<file path="src/rtl/i2s_bclk_pkg.sv">
package i2s_bclk_pkg;
  typedef enum logic [1:0] {
    RATE_BY_WLEN = 2'b00,
    RATE_X32     = 2'b01,
    RATE_X64     = 2'b10,
    RATE_X128    = 2'b11
  } rate_e;

  typedef enum logic [1:0] {
    WL_16   = 2'b00,
    WL_24   = 2'b01,
    WL_32   = 2'b10,
    WL_RSVD = 2'b11
  } wlen_e;

  typedef struct packed {
    rate_e rate;
    wlen_e wlen;
    logic  full_run;
  } clk_cfg_t;
endpackage

</file>
<file path="src/rtl/i2s_bclk_cfg.sv">
module i2s_bclk_cfg
  import i2s_bclk_pkg::*;
#(
  parameter int BASE_HALF = 16,
  parameter int GATE_BITS = 8,
  parameter int CNT_W     = 6
) (
  input  logic             clk,
  input  logic             rst_n,
  input  clk_cfg_t         cfg_in,
  input  logic             load,
  output logic [CNT_W-1:0] last_bit,
  output logic [CNT_W-1:0] gate_from,
  output logic             gate_on
);
  localparam logic [CNT_W-1:0] LAST_SHORT = CNT_W'(BASE_HALF - 1);
  localparam logic [CNT_W-1:0] LAST_MID   = CNT_W'(2 * BASE_HALF - 1);
  localparam logic [CNT_W-1:0] LAST_LONG  = CNT_W'(4 * BASE_HALF - 1);
  localparam logic [CNT_W-1:0] GATE_OFS   = CNT_W'(GATE_BITS - 1);

  clk_cfg_t active;

  always_ff @(posedge clk) begin
    if (!rst_n) active <= '{rate: RATE_BY_WLEN, wlen: WL_16, full_run: 1'b0};
    else if (load) active <= cfg_in;
  end

  always_comb begin
    unique case (active.rate)
      RATE_X32:  last_bit = LAST_SHORT;
      RATE_X64:  last_bit = LAST_MID;
      RATE_X128: last_bit = LAST_LONG;
      default: begin
        unique case (active.wlen)
          WL_24, WL_32: last_bit = LAST_MID;
          default:      last_bit = LAST_SHORT;
        endcase
      end
    endcase
  end

  assign gate_from = last_bit - GATE_OFS;
  assign gate_on   = (active.rate == RATE_BY_WLEN) && (active.wlen == WL_24) && !active.full_run;

  p_cfg_hold_r9: assert property (@(posedge clk) disable iff (!rst_n)
    !load |=> $stable(active));
endmodule

</file>
<file path="src/rtl/i2s_bclk_slot.sv">
module i2s_bclk_slot #(
  parameter int CNT_W = 6
) (
  input  logic             clk,
  input  logic             rst_n,
  input  logic             bit_en,
  input  logic [CNT_W-1:0] last_bit,
  output logic             phase_hi,
  output logic [CNT_W-1:0] cnt,
  output logic             lr,
  output logic             frame_end
);
  logic slot_end;

  assign slot_end  = bit_en && phase_hi && (cnt == last_bit);
  assign frame_end = slot_end && lr;

  always_ff @(posedge clk) begin
    if (!rst_n) begin
      phase_hi <= 1'b0;
      cnt      <= '0;
      lr       <= 1'b0;
    end else if (bit_en) begin
      phase_hi <= !phase_hi;
      if (phase_hi) begin
        if (slot_end) begin
          cnt <= '0;
          lr  <= !lr;
        end else begin
          cnt <= cnt + CNT_W'(1);
        end
      end
    end
  end

  p_cnt_range_r2: assert property (@(posedge clk) disable iff (!rst_n)
    cnt <= last_bit);
  p_lr_at_wrap_r8: assert property (@(posedge clk) disable iff (!rst_n)
    !$stable(lr) |-> (cnt == '0) && $past(bit_en && phase_hi));
  p_hold_r6: assert property (@(posedge clk) disable iff (!rst_n)
    !bit_en |=> $stable({phase_hi, cnt, lr}));
endmodule

</file>
<file path="src/rtl/i2s_bclk_out.sv">
module i2s_bclk_out #(
  parameter int CNT_W = 6
) (
  input  logic             clk,
  input  logic             rst_n,
  input  logic             bit_en,
  input  logic             phase_hi,
  input  logic [CNT_W-1:0] cnt,
  input  logic [CNT_W-1:0] gate_from,
  input  logic             gate_on,
  output logic             bclk,
  output logic             shift_stb
);
  logic gated;

  assign gated = gate_on && (cnt >= gate_from);

  always_ff @(posedge clk) begin
    if (!rst_n) begin
      bclk      <= 1'b0;
      shift_stb <= 1'b0;
    end else begin
      shift_stb <= bit_en && phase_hi && !gated;
      if (bit_en) bclk <= !phase_hi && !gated;
    end
  end

  p_stb_on_fall_r7: assert property (@(posedge clk) disable iff (!rst_n)
    shift_stb |-> !bclk && $past(bclk));
  p_gated_low_r4: assert property (@(posedge clk) disable iff (!rst_n)
    ($past(gated) && gated) |-> !bclk);
  p_rise_on_en_r6: assert property (@(posedge clk) disable iff (!rst_n)
    $rose(bclk) |-> $past(bit_en));
endmodule

</file>
<file path="src/rtl/i2s_txclk_gen.sv">
module i2s_txclk_gen
  import i2s_bclk_pkg::*;
#(
  parameter int BASE_HALF = 16,
  parameter int GATE_BITS = 8,
  localparam int CNT_W    = $clog2(4 * BASE_HALF)
) (
  input  logic             clk,
  input  logic             rst_n,
  input  logic             bit_en,
  input  logic [1:0]       cfg_rate,
  input  logic [1:0]       cfg_wlen,
  input  logic             cfg_full_run,
  output logic             bclk,
  output logic             lrclk,
  output logic [CNT_W-1:0] slot_bit,
  output logic             shift_stb
);
  clk_cfg_t         cfg_req;
  logic [CNT_W-1:0] last_bit;
  logic [CNT_W-1:0] gate_from;
  logic             gate_on;
  logic             phase_hi;
  logic             frame_end;

  assign cfg_req = '{rate: rate_e'(cfg_rate), wlen: wlen_e'(cfg_wlen), full_run: cfg_full_run};

  i2s_bclk_cfg #(.BASE_HALF(BASE_HALF), .GATE_BITS(GATE_BITS), .CNT_W(CNT_W)) u_cfg (
    .clk(clk), .rst_n(rst_n), .cfg_in(cfg_req), .load(frame_end),
    .last_bit(last_bit), .gate_from(gate_from), .gate_on(gate_on)
  );

  i2s_bclk_slot #(.CNT_W(CNT_W)) u_slot (
    .clk(clk), .rst_n(rst_n), .bit_en(bit_en), .last_bit(last_bit),
    .phase_hi(phase_hi), .cnt(slot_bit), .lr(lrclk), .frame_end(frame_end)
  );

  i2s_bclk_out #(.CNT_W(CNT_W)) u_out (
    .clk(clk), .rst_n(rst_n), .bit_en(bit_en), .phase_hi(phase_hi), .cnt(slot_bit),
    .gate_from(gate_from), .gate_on(gate_on), .bclk(bclk), .shift_stb(shift_stb)
  );

  p_reset_quiet_r1: assert property (@(posedge clk)
    !rst_n |=> !bclk && !lrclk && !shift_stb && (slot_bit == '0));
endmodule

</file>
<file path="config.mk">
export PLATFORM = sky130hd
export DESIGN_NAME = i2s_txclk_gen
export DESIGN_NICKNAME = d
export VERILOG_FILES = /design/src/rtl/i2s_bclk_pkg.sv /design/src/rtl/i2s_bclk_cfg.sv /design/src/rtl/i2s_bclk_slot.sv /design/src/rtl/i2s_bclk_out.sv /design/src/rtl/i2s_txclk_gen.sv
export SDC_FILE = /design/constraint.sdc
export NUM_CORES = 1
export LEC_CHECK = 0
export ABC_CLOCK_PERIOD_IN_PS = 2700
export BUFFER_PORTS_ARGS = -buffer_cell sky130_fd_sc_hd__buf_2
export CAP_MARGIN = 20
export CORE_MARGIN = 3
export CORE_UTILIZATION = 55
export DETAILED_ROUTE_END_ITERATION = 16
export HOLD_SLACK_MARGIN = 0.02
export PLACE_DENSITY = 0.8
export SLEW_MARGIN = 20
export SYNTH_ARGS = -nofsm -noshare
export SYNTH_HDL_FRONTEND = slang
export SYNTH_SLANG_ARGS = --single-unit
</file>
<file path="constraint.sdc">
create_clock -name clk -period 2.7 [get_ports clk]
set_clock_uncertainty 0.1 [all_clocks]
set_input_delay 0.81 -clock clk [delete_from_list [all_inputs] [get_ports clk]]
set_output_delay 0.81 -clock clk [all_outputs]
set_load 0.05 [all_outputs]
</file>
# Word level (Yosys, flattened, before mapping)

Cells that the tools add are included.

Register bits after elaboration: 15

Equal/unequal tests: 6
Reductions and logical operators: 16
Add/subtract/negate cells: 2
Magnitude comparators: 1
Multiplexer cells: 3

Operators by type and width:

| kind                  | number |
|---|---|
| $pmux W6 S3           | 1 |
| $logic_and A1 B1 Y1   | 8 |
| $add A6 B1 Y6 const B | 1 |
| $eq A2 B2 Y1 const B  | 3 |
| $eq A6 B6 Y1          | 1 |
| $ge A6 B6 Y1          | 1 |
| $mux W6               | 1 |
| $sub A6 B3 Y6 const B | 1 |
| $mux W5               | 1 |
| $eq A2 B1 Y1 const B  | 2 |
| $logic_not A1 Y1      | 4 |
| $reduce_and A3 Y1     | 1 |
| $logic_not A2 Y1      | 1 |
| $reduce_and A2 Y1     | 1 |
| $reduce_or A2 Y1      | 1 |

# Depth between registers and ports, before layout

Depth in word-level cells: 9
Depth in mapped cells: 8
Gate-level depth less buffers: 8

# Modules after synthesis

Synthesis repeated with hierarchy kept, for this count alone.

Cell total of the unflattened synthesis: 105
Area, all modules: 1024.7 um2

By module, submodules not included:

| module        | times used | area each (um2) | cells an instance |
|---|---|---|---|
| i2s_bclk_slot | 1          | 490.5           | 45 |
| i2s_bclk_cfg  | 1          | 314.1           | 33 |
| i2s_bclk_out  | 1          | 220.2           | 27 |

# Least setup slack after synthesis

No wires, ideal clock.

Kind: register to register
Start point: register u_cfg.active[2] in the netlist's numbering
End point: register u_cfg.active[0] in the netlist's numbering
Data arrival time: 1.680 ns
Setup slack: 0.848 ns
Stages on the path, launching flop included: 9
Period minus slack after synthesis: 1.852 ns
Cells stage by stage: dfxtp_1 > inv_1 > ha_1 > nor2_1 > nor2_1 > ha_1 > nand3_1 > nor3_4 > mux2i_1

Cells in the longest elaborated chain, start to end: 7

Ends and longest elaborated chain:

| item                                                | RTL line            | text |
|---|---|---|
| from (decl)                                         | i2s_bclk_cfg.sv:21  | `clk_cfg_t active;` |
| from (signal assigned)                              | i2s_bclk_cfg.sv:24  | `if (!rst_n) active <= '{rate: RATE_BY_WLEN, wlen: WL_16, full_run: 1'b0};` |
| from (signal assigned)                              | i2s_bclk_cfg.sv:25  | `else if (load) active <= cfg_in;` |
| $eq A2 B2 Y1 / $eq A2 B1 Y1 (equally long branches) | i2s_bclk_cfg.sv:34  | `unique case (active.wlen)` |
| $reduce_or A2 Y1 (*)                                | i2s_bclk_cfg.sv:34  |  |
| $mux W5 (*)                                         | i2s_bclk_cfg.sv:34  |  |
| $pmux W6 S3 (*)                                     | i2s_bclk_cfg.sv:29  | `unique case (active.rate)` |
| $eq A6 B6 Y1 (*)                                    | i2s_bclk_slot.sv:15 | `assign slot_end = bit_en && phase_hi && (cnt == last_bit);` |
| $logic_and A1 B1 Y1 (*)                             | i2s_bclk_slot.sv:15 |  |
| $logic_and A1 B1 Y1 (*)                             | i2s_bclk_slot.sv:16 | `assign frame_end = slot_end && lr;` |

Mark *: on every way between the ends. The rest lies on a longest branch, timed or not.
A chain may end at the register's enable or synchronous reset.

# Worst setup path in the final report

Same ends and word-level chain as after synthesis.

==> results.ini <==
[status]
status = completed

[setup_path]
crit_required_ns = 2.82
rrSetupSlack_ns = 0.69
r2r_cells = 8
critPathKind = reg2reg
r2r-start = u_cfg.active[2]
critPathCapture = u_cfg.active[0]
cp_max_fo = 6
setup.worst_path.start = u_cfg.active[2]
r2r-end = u_cfg.active[0]
start_kind = flip-flop
crit_path_end_kind = flip-flop
cp_data_arrival_time_ns = 2.13

[floorplan]
start_util = 0.5957
die_height_um = 44.01
dieArea_um2 = 1936
placementRows = 13
io_pins = 17
die_w_um = 44.01
core_area_um2 = 1334

[placed_design]
hpwl_mm = 1.055
portBuffers = 16
placed_cells = 114
place_congestion = 0.7561

[sta]
slew_viol_final = 0
fin_setup_tns_ns = 0
fmax_mhz = 496.4
rsz0062_at_grt = no
setup_viol = 0
timing.final.crit_share = 0.7462
slew_headroom = 0.7470
worst_pin_slew_ns = 0.3742
period_needed_ns = 2.015
hold_viol_final = 0

[cts]
cts_setup_buffers = 0
cts_sinks = 15
ctsResizeCount = 0
cts_buffer_depth = 2
cts_max_level = 1
root_buffer = clkbuf_4
numCtsBuffers = 3
clk_pin_slew_worst_paths_ns = 0.09
clk_latency_ns = 0.28
tritoncts = built
hold_buffers = 0

[yosys]
synth_area_per_cell_um2 = 9.132
synth_top_family_by_area = simple AND/OR/NAND/NOR gates
syn_inst = 87
yosysWarnings = 0
synth.cell_area_um2 = 794.5
yosys.cell_types.count = 29
synth_xor_area_frac = 0.02205
synth-adder-area-share = 0.07874
synth_nets = 100
synth.mux.area_fraction = 0.06299
yosys.area_share.simple = 0.2709
synth_seq_cells = 15
yosysSeqAreaShare = 0.3780
synth_compound_area_frac = 0.1260

[grt]
grt-ovfl-total = 0
grt_pass1_wl_mm = 2.484
grt_usage = 0.1709
grt_max_degree = 23
antenna_found_initial = 0
grt_pass1_vias = 600

[drt]
wl_mm = 1.417
num_vias = 653
ant_nets = 0
viasPerCell = 5.534
drt_iter0_drc = 7
avgRoutedWirePerCell_um = 12.01
drt-pass1-iter-count = 4
drc = 0

[cells_and_area]
drive_above_1_share = 0.2427
num_antenna_cells = 0
area_growth_pct = 12.13
stdcell_count = 118
nets = 117
layout_common_cells = buf_2, dfxtp_1, nand2_1
final_common_cell = buf_2

[power]
power.density_nw_per_um2 = 457.5
p_leak_nw = 0.3846
power.total_mw = 0.4076
ir_drop_uv = 321.4

[worst_hold_path]
hold_path_class = reg2reg

[job]
maxCapViolations = 0

-- state kept, by name (all words and copies together), names as in the netlist --
| signal | cells |
|---|---|
| u_slot.cnt | 6 |
| u_slot.phase_hi | 1 |
| u_slot.lr | 1 |
| u_cfg.active | 5 |
| u_out.bclk | 1 |
| u_out.shift_stb | 1 |
-- Yosys cell counts --
library cell,instances,share of area
nand3_1,5,0.031
nand2_1,13,0.061
a21o_1,2,0.019
or3_2,1,0.0095
or3_1,1,0.0079
ha_1,5,0.079
dfxtp_1,15,0.38
o211ai_1,1,0.0095
nand3b_1,3,0.028
and2_1,2,0.016
nor4b_1,1,0.011
or4_1,1,0.0095
o31ai_1,2,0.019
xor2_1,1,0.011
o21ai_0,5,0.031
a21oi_1,3,0.019
o21bai_1,1,0.0095
inv_1,5,0.024
nor3_4,1,0.020
nand2_4,1,0.014
nand4_4,1,0.027
clkbuf_1,2,0.0095
mux2i_1,5,0.063
xnor2_1,1,0.011
buf_6,2,0.028
nand4_1,1,0.0079
nand3_2,1,0.013
a21boi_0,2,0.019
nor2_1,3,0.014
-- stage by stage --
| stage | instance area [um^2] | hold slack [ns] | setup WS [ns] | utilization |
|---|---|---|---|---|
| floorplan | 794.5 | 0.3347 | 0.8481 | - |
| global placement | 863.3 | 0.3548 | 0.7230 | 0.6473 |
| detailed placement | 863.3 | 0.3596 | 0.7029 | 0.6473 |
| CTS | 890.9 | 0.3726 | 0.6899 | 0.6679 |
| global route | 890.9 | 0.4071 | 0.4717 | 0.6679 |
| finish | 890.9 | 0.3645 | 0.6853 | 0.6679 |
-- critical path: stages, from the launching register on --
cell and delay [ns]:
dfxtp_1 0.33, inv_1 0.04, ha_1 0.26, nor2_1 0.08, nor2_1 0.05, ha_1 0.29
nand3_1 0.22, nor3_4 0.34, mux2i_1 0.24
-- final cells by class --
class	instances	area [um^2]
clock buffers	3	22.52
clock inverters	1	5.005
fillers	114	442.9
inverters	5	18.77
multi-input cells	63	445.4
flip-flops and latches	15	300.3
well taps	15	18.77
repair buffers	16	80.08
-- worst min path at each step --
stage,from,end,slack (ns),depth (start not counted)
finish,u_cfg.active[2],u_cfg.active[2],0.36,2
global route,u_cfg.active[2],u_cfg.active[2],0.41,2
CTS,u_cfg.active[2],u_cfg.active[2],0.37,2
detailed placement,u_cfg.active[2],u_cfg.active[2],0.36,2
global placement,u_cfg.active[2],u_cfg.active[2],0.35,2
floorplan,u_cfg.active[2],u_cfg.active[2],0.33,2
-- report_power, final --
group          switching [mW]  internal (mW)
logic                  0.0305         0.0144
clock network          0.0733         0.0550
registers             0.00774          0.227
-- cell families (layout without fill, tap and decap cells) --
group | after synthesis | after routing
AOI/OAI and AO/OA | 16 | 16
xor gates and xnor gates | 2 | 2
muxes | 5 | 5
buffers and inverters | 9 | 25
adders and majority gates | 5 | 5
and+or+nand+nor | 35 | 35
DFF | 15 | 15
-- layer usage --
layer,wire length (um),track usage,share of wire,vias to the layer above
li1,-,-,-,337
met1,671,0.2323,0.47,295
met2,642,0.2587,0.45,19
met3,85,0.03734,0.060,2
met4,17,0.07229,0.012,0
met5,0,0,0,-
Note: power is estimated with default switching activity, not from simulation.
